`src/rtl/ccd_timing_pkg.sv`:
```
package ccd_timing_pkg;

  typedef enum logic [1:0] {
    DLY_ICG_SH,
    DLY_SH_ON,
    DLY_SH_ICG
  } dlySel_e;

  typedef enum logic [2:0] {
    ST_IDLE,
    ST_ICGLOW,
    ST_SHON,
    ST_GAP,
    ST_READ
  } ctrlState_e;

  // strobes from the sequencer to the datapath
  typedef struct packed {
    logic    loadDly;
    dlySel_e dlySel;
    logic    restartInt;
    logic    startPix;
    logic    runPix;
  } ctrlStrobe_t;

endpackage

```
`src/rtl/ccd_timing_datapath.sv`:
```
module ccd_timing_datapath
  import ccd_timing_pkg::*;
#(
  parameter int HALF_CYC   = 32,
  parameter int ICG_SH_CYC = 10,
  parameter int SH_ON_CYC  = 60,
  parameter int SH_ICG_CYC = 60,
  parameter int LEAD_PIX   = 32,
  parameter int IMAGE_PIX  = 1500,
  parameter int NUM_PIX    = 1546,
  parameter int INT_W      = 24,
  localparam int PIX_W     = $clog2(NUM_PIX)
) (
  input  logic              clk,
  input  logic              rstN,
  input  ctrlStrobe_t       ctrl,
  input  logic [INT_W-1:0]  minInt,
  output logic              fmLevel,
  output logic              fmWrap,
  output logic              dlyDone,
  output logic              intMet,
  output logic              pixLast,
  output logic              pixOdd,
  output logic              sampleStrobe,
  output logic [PIX_W-1:0]  pixIdx,
  output logic              imageValid
);

  localparam int PERIOD   = 2 * HALF_CYC;
  localparam int PH_W     = $clog2(PERIOD);
  localparam int DLY_A    = (ICG_SH_CYC > SH_ON_CYC) ? ICG_SH_CYC : SH_ON_CYC;
  localparam int DLY_MAX  = (DLY_A > SH_ICG_CYC) ? DLY_A : SH_ICG_CYC;
  localparam int DLY_W    = $clog2(DLY_MAX + 1);
  localparam int LAST_PIX = NUM_PIX - 1;
  localparam int IMG_END  = LEAD_PIX + IMAGE_PIX;

  logic [PH_W-1:0]  phase;
  logic [DLY_W-1:0] dly;
  logic [DLY_W-1:0] dlyLoad;
  logic [INT_W-1:0] intCnt;

  // master clock phase, free running
  assign fmWrap  = (phase == PH_W'(PERIOD - 1));
  assign fmLevel = (phase < PH_W'(HALF_CYC));

  always_ff @(posedge clk or negedge rstN) begin
    if (!rstN)       phase <= '0;
    else if (fmWrap) phase <= '0;
    else             phase <= phase + 1'b1;
  end

  // transfer pulse delay counter
  always_comb begin
    unique case (ctrl.dlySel)
      DLY_ICG_SH: dlyLoad = DLY_W'(ICG_SH_CYC - 1);
      DLY_SH_ON:  dlyLoad = DLY_W'(SH_ON_CYC - 1);
      default:    dlyLoad = DLY_W'(SH_ICG_CYC - 1);
    endcase
  end

  always_ff @(posedge clk or negedge rstN) begin
    if (!rstN)             dly <= '0;
    else if (ctrl.loadDly) dly <= dlyLoad;
    else if (dly != '0)    dly <= dly - 1'b1;
  end

  assign dlyDone = (dly == '0);

  // integration time counter, saturating; starts saturated
  always_ff @(posedge clk or negedge rstN) begin
    if (!rstN)                intCnt <= '1;
    else if (ctrl.restartInt) intCnt <= '0;
    else if (intCnt != '1)    intCnt <= intCnt + 1'b1;
  end

  assign intMet = (intCnt >= minInt);

  // pixel position: two master clock periods per pixel
  always_ff @(posedge clk or negedge rstN) begin
    if (!rstN) begin
      pixIdx <= '0;
      pixOdd <= 1'b0;
    end else if (ctrl.startPix) begin
      pixIdx <= '0;
      pixOdd <= 1'b0;
    end else if (ctrl.runPix && fmWrap) begin
      pixOdd <= ~pixOdd;
      if (pixOdd && !pixLast) pixIdx <= pixIdx + 1'b1;
    end
  end

  assign pixLast      = (pixIdx == PIX_W'(LAST_PIX));
  assign sampleStrobe = ctrl.runPix && (phase == '0) && !pixOdd;
  assign imageValid   = ctrl.runPix && (pixIdx >= PIX_W'(LEAD_PIX))
                        && (pixIdx < PIX_W'(IMG_END));


  pix_step_chk: assert property (@(posedge clk) disable iff (!rstN)
    (ctrl.runPix && $past(ctrl.runPix) && pixIdx != $past(pixIdx))
      |-> (pixIdx == $past(pixIdx) + 1'b1) && $past(fmWrap) && $past(pixOdd));


  pix_range_chk: assert property (@(posedge clk) disable iff (!rstN)
    pixIdx <= PIX_W'(LAST_PIX));

endmodule

```
`src/rtl/ccd_timing_ctrl.sv`:
```
module ccd_timing_ctrl
  import ccd_timing_pkg::*;
(
  input  logic        clk,
  input  logic        rstN,
  input  logic        startReq,
  input  logic        fmWrap,
  input  logic        fmLevel,
  input  logic        dlyDone,
  input  logic        intMet,
  input  logic        pixLast,
  input  logic        pixOdd,
  output ctrlStrobe_t ctrl,
  output logic        shLevel,
  output logic        icgLevel,
  output logic        intStart,
  output logic        frameDone
);

  ctrlState_e state, nextState;
  logic pending;
  logic go;
  logic doneNext;

  assign go = (state == ST_IDLE) && (pending || startReq) && intMet;

  always_comb begin
    nextState   = state;
    ctrl        = '0;
    ctrl.dlySel = DLY_ICG_SH;
    ctrl.runPix = (state == ST_READ);
    doneNext    = 1'b0;
    unique case (state)
      ST_IDLE: if (go) begin
        nextState    = ST_ICGLOW;
        ctrl.loadDly = 1'b1;
        ctrl.dlySel  = DLY_ICG_SH;
      end
      ST_ICGLOW: if (dlyDone) begin
        nextState    = ST_SHON;
        ctrl.loadDly = 1'b1;
        ctrl.dlySel  = DLY_SH_ON;
      end
      ST_SHON: if (dlyDone) begin
        nextState       = ST_GAP;
        ctrl.loadDly    = 1'b1;
        ctrl.dlySel     = DLY_SH_ICG;
        ctrl.restartInt = 1'b1;
      end
      ST_GAP: if (dlyDone && fmWrap) begin
        nextState     = ST_READ;
        ctrl.startPix = 1'b1;
      end
      ST_READ: if (fmWrap && pixOdd && pixLast) begin
        nextState = ST_IDLE;
        doneNext  = 1'b1;
      end
      default: nextState = ST_IDLE;
    endcase
  end

  always_ff @(posedge clk or negedge rstN) begin
    if (!rstN) begin
      state     <= ST_IDLE;
      pending   <= 1'b0;
      shLevel   <= 1'b0;
      icgLevel  <= 1'b1;
      intStart  <= 1'b0;
      frameDone <= 1'b0;
    end else begin
      state     <= nextState;
      pending   <= (pending || startReq) && !go;
      shLevel   <= (nextState == ST_SHON);
      icgLevel  <= !(nextState inside {ST_ICGLOW, ST_SHON, ST_GAP});
      intStart  <= (state == ST_SHON) && (nextState == ST_GAP);
      frameDone <= doneNext;
    end
  end


  idle_level_chk: assert property (@(posedge clk) disable iff (!rstN)
    (state == ST_IDLE) |-> (!shLevel && icgLevel));


  sh_inside_icg_chk: assert property (@(posedge clk) disable iff (!rstN)
    shLevel |-> !icgLevel);


  icg_release_chk: assert property (@(posedge clk) disable iff (!rstN)
    $rose(icgLevel) |-> (fmLevel && $past(fmWrap)));


  int_mark_chk: assert property (@(posedge clk) disable iff (!rstN)
    intStart |-> $fell(shLevel));


  int_wait_chk: assert property (@(posedge clk) disable iff (!rstN)
    $fell(icgLevel) |-> $past(intMet));


  done_idle_chk: assert property (@(posedge clk) disable iff (!rstN)
    frameDone |-> (icgLevel && !shLevel && state == ST_IDLE));

endmodule

```
`src/rtl/ccdReadoutTimer.sv`:
```
module ccdReadoutTimer
  import ccd_timing_pkg::*;
#(
  parameter int HALF_CYC   = 32,
  parameter int ICG_SH_CYC = 10,
  parameter int SH_ON_CYC  = 60,
  parameter int SH_ICG_CYC = 60,
  parameter int LEAD_PIX   = 32,
  parameter int IMAGE_PIX  = 1500,
  parameter int TRAIL_PIX  = 14,
  parameter int INT_W      = 24,
  parameter bit INVERT     = 1'b0,
  localparam int NUM_PIX   = LEAD_PIX + IMAGE_PIX + TRAIL_PIX,
  localparam int PIX_W     = $clog2(NUM_PIX)
) (
  input  logic             clk,
  input  logic             rstN,
  input  logic             startReq,
  input  logic [INT_W-1:0] minInt,
  output logic             fmOut,
  output logic             shOut,
  output logic             icgOut,
  output logic             sampleStrobe,
  output logic [PIX_W-1:0] pixelIndex,
  output logic             imageValid,
  output logic             frameDone,
  output logic             intStart
);

  ctrlStrobe_t ctrl;
  logic fmLevel, fmWrap, dlyDone, intMet, pixLast, pixOdd;
  logic shLevel, icgLevel;

  ccd_timing_datapath #(
    .HALF_CYC  (HALF_CYC),
    .ICG_SH_CYC(ICG_SH_CYC),
    .SH_ON_CYC (SH_ON_CYC),
    .SH_ICG_CYC(SH_ICG_CYC),
    .LEAD_PIX  (LEAD_PIX),
    .IMAGE_PIX (IMAGE_PIX),
    .NUM_PIX   (NUM_PIX),
    .INT_W     (INT_W)
  ) uData (
    .clk         (clk),
    .rstN        (rstN),
    .ctrl        (ctrl),
    .minInt      (minInt),
    .fmLevel     (fmLevel),
    .fmWrap      (fmWrap),
    .dlyDone     (dlyDone),
    .intMet      (intMet),
    .pixLast     (pixLast),
    .pixOdd      (pixOdd),
    .sampleStrobe(sampleStrobe),
    .pixIdx      (pixelIndex),
    .imageValid  (imageValid)
  );

  ccd_timing_ctrl uCtrl (
    .clk      (clk),
    .rstN     (rstN),
    .startReq (startReq),
    .fmWrap   (fmWrap),
    .fmLevel  (fmLevel),
    .dlyDone  (dlyDone),
    .intMet   (intMet),
    .pixLast  (pixLast),
    .pixOdd   (pixOdd),
    .ctrl     (ctrl),
    .shLevel  (shLevel),
    .icgLevel (icgLevel),
    .intStart (intStart),
    .frameDone(frameDone)
  );

  generate
    if (INVERT) begin : gInvPins
      assign fmOut  = ~fmLevel;
      assign shOut  = ~shLevel;
      assign icgOut = ~icgLevel;
    end else begin : gDirectPins
      assign fmOut  = fmLevel;
      assign shOut  = shLevel;
      assign icgOut = icgLevel;
    end
  endgenerate

endmodule

```
`config.mk`:
```
export PLATFORM = sky130hd
export DESIGN_NAME = ccdReadoutTimer
export DESIGN_NICKNAME = d
export VERILOG_FILES = /design/src/rtl/ccd_timing_pkg.sv /design/src/rtl/ccd_timing_datapath.sv /design/src/rtl/ccd_timing_ctrl.sv /design/src/rtl/ccdReadoutTimer.sv
export SDC_FILE = /design/constraint.sdc
export NUM_CORES = 1
export LEC_CHECK = 0
export BUFFER_PORTS_ARGS = -buffer_cell sky130_fd_sc_hd__buf_2
export CORE_ASPECT_RATIO = 0.5
export CORE_MARGIN = 5
export CORE_UTILIZATION = 35
export DETAILED_ROUTE_END_ITERATION = 8
export PLACE_DENSITY_LB_ADDON = 0.2
export SETUP_SLACK_MARGIN = 0.05
export SLEW_MARGIN = 20
export SYNTH_ARGS = -nofsm -noshare
export SYNTH_HDL_FRONTEND = slang
export SYNTH_HIERARCHICAL = 1
export SYNTH_SLANG_ARGS = --single-unit
```
`constraint.sdc`:
```
create_clock -name clk -period 5.9 [get_ports clk]
set_input_delay 1.18 -clock clk [delete_from_list [all_inputs] [get_ports clk]]
set_output_delay 1.18 -clock clk [all_outputs]
set_load 0.02 [all_outputs]
```
==> impl_metrics.env <==
export IMPL_status="finished clean"
export IMPL_io_buffers=44
export IMPL_synth_fp_nets=464
export IMPL_core_area_um2=10200
export IMPL_mostFrequentLayoutCells="buf_2, nor2_1, inv_1"
export IMPL_postCtsSetupRepairBufs=0
export IMPL_cts_buffer_depth=2
export IMPL_hold_violations=0
export IMPL_slowest_stage="a2111oi_0"
export IMPL_worstHoldPathType="flip-flop to flip-flop"
export IMPL_synthesis_area_um2=3690
export IMPL_ys_seq_area_frac=0.388
export IMPL_row_count=26
export IMPL_vias=2941
export IMPL_syn_inst=405
export IMPL_synth_area_top_cells="dfrtp_1, dfstp_2, ha_1"
export IMPL_avgSynthCellArea_um2=9.11
export IMPL_critical_path_class="input port to flip-flop"
export IMPL_ys_warn_count=6
export IMPL_p_leak_nw=1.87
export IMPL_start_util=0.360
export IMPL_post_drt_wl_per_cell_um=13.6
export IMPL_cts_root_buffer="clkbuf_16"
export IMPL_area_growth_pct=12.5
export IMPL_finClkSkew_ps=4.58
export IMPL_diodes=0
export IMPL_grt_pass1_vias=2753
export IMPL_path_cells="buf_2 -> inv_1 -> ha_1 -> a21oi_1 -> a21oi_1 -> a2111oi_0 -> a2111oi_0 -> or4_1 -> nor4b_4 -> o21ai_0 -> nand2_1 -> o21ai_0 -> o31ai_1"
export IMPL_pwr_density_cell_nw_per_um2=182
export IMPL_drive_gt1_frac=0.206
export IMPL_dieWidth_um=155
export IMPL_ys_types=54
export IMPL_finalCriticalPeriod_ps=3920
export IMPL_io_pins=45
export IMPL_dpl_hpwl_um=5660
export IMPL_critical_path_max_fanout=7
export IMPL_die_h_um=82.6
export IMPL_gp_congestion=0.806
export IMPL_cp_required_ps=6060
export IMPL_end_kind="flip-flop"
export IMPL_final_common_cell="buf_2"
export IMPL_drv_slew=0
export IMPL_slew_limit_headroom=0.308
export IMPL_finalCritPeriodShare=0.665
export IMPL_cp_arrival_ps=4090
export IMPL_grt_max_degree=57
export IMPL_die_area_um2=12800
export IMPL_clock_sinks=56
export IMPL_synth_edf_count=0
export IMPL_max_cap_violations=0
export IMPL_grt_pass1_wl_um=13300
export IMPL_vias_per_cell=5.06
export IMPL_synth_seq_cells=56
export IMPL_overflow=0
export IMPL_tightest_slew_ps=1030
export IMPL_cts_tree="done"
export IMPL_async_flop_share=1.00
export IMPL_drt_initial_drc_count=109
export IMPL_clock_fmax_ghz=0.255
export IMPL_ctsResizeCount=0
export IMPL_totalPowerFinal_mw=0.757
export IMPL_layout_nets=499
export IMPL_drtAntennaViolNets=0
export IMPL_grt_antenna_before_repair=0
export IMPL_synthFlopType="dfrtp_1"
export IMPL_clk_pin_slew_ps=70
export IMPL_postCtsHoldBufs=0
export IMPL_irDropWorstVdd_uv=96.1
export IMPL_cts_buffers=5
export IMPL_worstSetupStartpointType="input port"
export IMPL_finalSetupViolations=0
export IMPL_timing_critical_path_buf_inv=2
export IMPL_synth_top_area_share=0.210
export IMPL_insertion_delay_ps=300
export IMPL_drtPass1Iterations=4
export IMPL_dpl_cell_count=573
export IMPL_htreeDepth=2
export IMPL_crit_path_max_incr_delay_ps=640
export IMPL_rsz0062_at_grt="false"
export IMPL_fin_tns_setup_ps=0
export IMPL_drt_total_wl_um=7900
export IMPL_placed_area_um2=3990
export IMPL_path_delay_family="compound AO/OA/AOI/OAI gates"
export IMPL_drc=0
export IMPL_grtUsageTotal=0.127
export IMPL_yosysTopAreaCell="dfrtp_1"
export IMPL_final_area_um2=4150
export IMPL_final_cells=581
export IMPL_filler_cell_count=1049
-- synthesized netlist by cell type, drive strengths merged (2+ instances only) --
library cell / instances
clkbuf: 6
a2111oi: 2
nor3b: 2
o21ba: 2
o31ai: 5
nor3: 9
xnor2: 19
xor2: 6
and4: 2
o41ai: 3
or4: 6
nand2b: 2
dfstp: 25
a31oi: 7
o21bai: 2
nor4: 10
nor2: 40
o21ai: 17
buf: 11
a21oi: 24
and2: 3
ha: 32
and3: 14
a211oi: 2
nand4: 12
nor2b: 3
nor4b: 4
nand3: 21
nand2: 24
o31a: 3
dfrtp: 31
inv: 36
and4bb: 2
or3: 5
-- per-layer routing --
metal / share of wire / routed length, um / GRT usage / vias to the layer above
li1: - / - / - / 1516
met1: 0.53 / 4160 / 0.182 / 1383
met2: 0.43 / 3430 / 0.200 / 38
met3: 0.033 / 262 / 0.0281 / 4
met4: 0.0052 / 41 / 0.0262 / 0
met5: 0 / 0 / 0 / -
-- cells by family (layout without fill, tap and decap cells) --
kind of cell,after synthesis,count (layout),synth area share
AO/OA/AOI/OAI,73,73,0.123
flip-flops,56,56,0.388
XOR/XNOR,25,25,0.0593
buffers and inverters,53,89,0.0658
AND/OR/NAND/NOR,165,165,0.253
adder cells (fa/ha/maj),32,32,0.108
multiplexers,1,1,0.00271
-- tightest hold or removal path: stages, from the launching register on --
cell     delay, ps
dfstp_2        390
o31ai_1         60
a21oi_1         60
-- stage by stage --
stage	util	hold slack (ps)	setup WS, ps
floorplan	-	468	2470
global placement	0.389	490	1700
detailed placement	0.389	493	1600
CTS	0.405	506	1930
global route	0.405	523	1680
finish	0.405	504	1980
-- final cells by class --
class | instances | area [um2] | area share
Sequential cell | 56 | 1430 | 0.345
Clock inverter | 3 | 42.5 | 0.0102
Multi-Input combinational cell | 296 | 2020 | 0.485
Clock buffer | 5 | 125 | 0.0301
Tap cell | 140 | 175 | 0.0422
Timing Repair Buffer | 45 | 228 | 0.0548
Inverter | 36 | 135 | 0.0325
-- final timing paths --
kind / depth (start not counted) / slack [ps] / start / to
max: 13 / 1980 / minInt[7] / uData/dly[4]
min: 2 / 500 / uData/intCnt[7] / uData/intCnt[7]
max reg2reg: 11 / 2480 / uData/intCnt[7] / uData/dly[4]
max in group asynchronous: 2 / 4390 / rstN / uData/dly[5]
min reg2reg: 2 / 500 / uData/intCnt[7] / uData/intCnt[7]
min in group asynchronous: 2 / 1000 / rstN / uData/phase[2]
-- power breakdown --
group	internal (mW)	switching, mW	leakage [nW]	total (mW)
Sequential	0.384	0.00000000000000000875	0.653	0.384
Clock	0.200	0.143	0.0798	0.343
Combinational	0.0117	0.0173	1.13	0.0291
-- registers in the layout (all words and copies together), names as in the netlist --
name             count
uCtrl/frameDone      1
uCtrl/icgLevel       1
uCtrl/intStart       1
uCtrl/pending        1
uCtrl/shLevel        1
uCtrl/state          3
uData/dly            6
uData/intCnt        24
uData/phase          6
uData/pixIdx        11
uData/pixOdd         1
(Power assumes the default switching activity.)
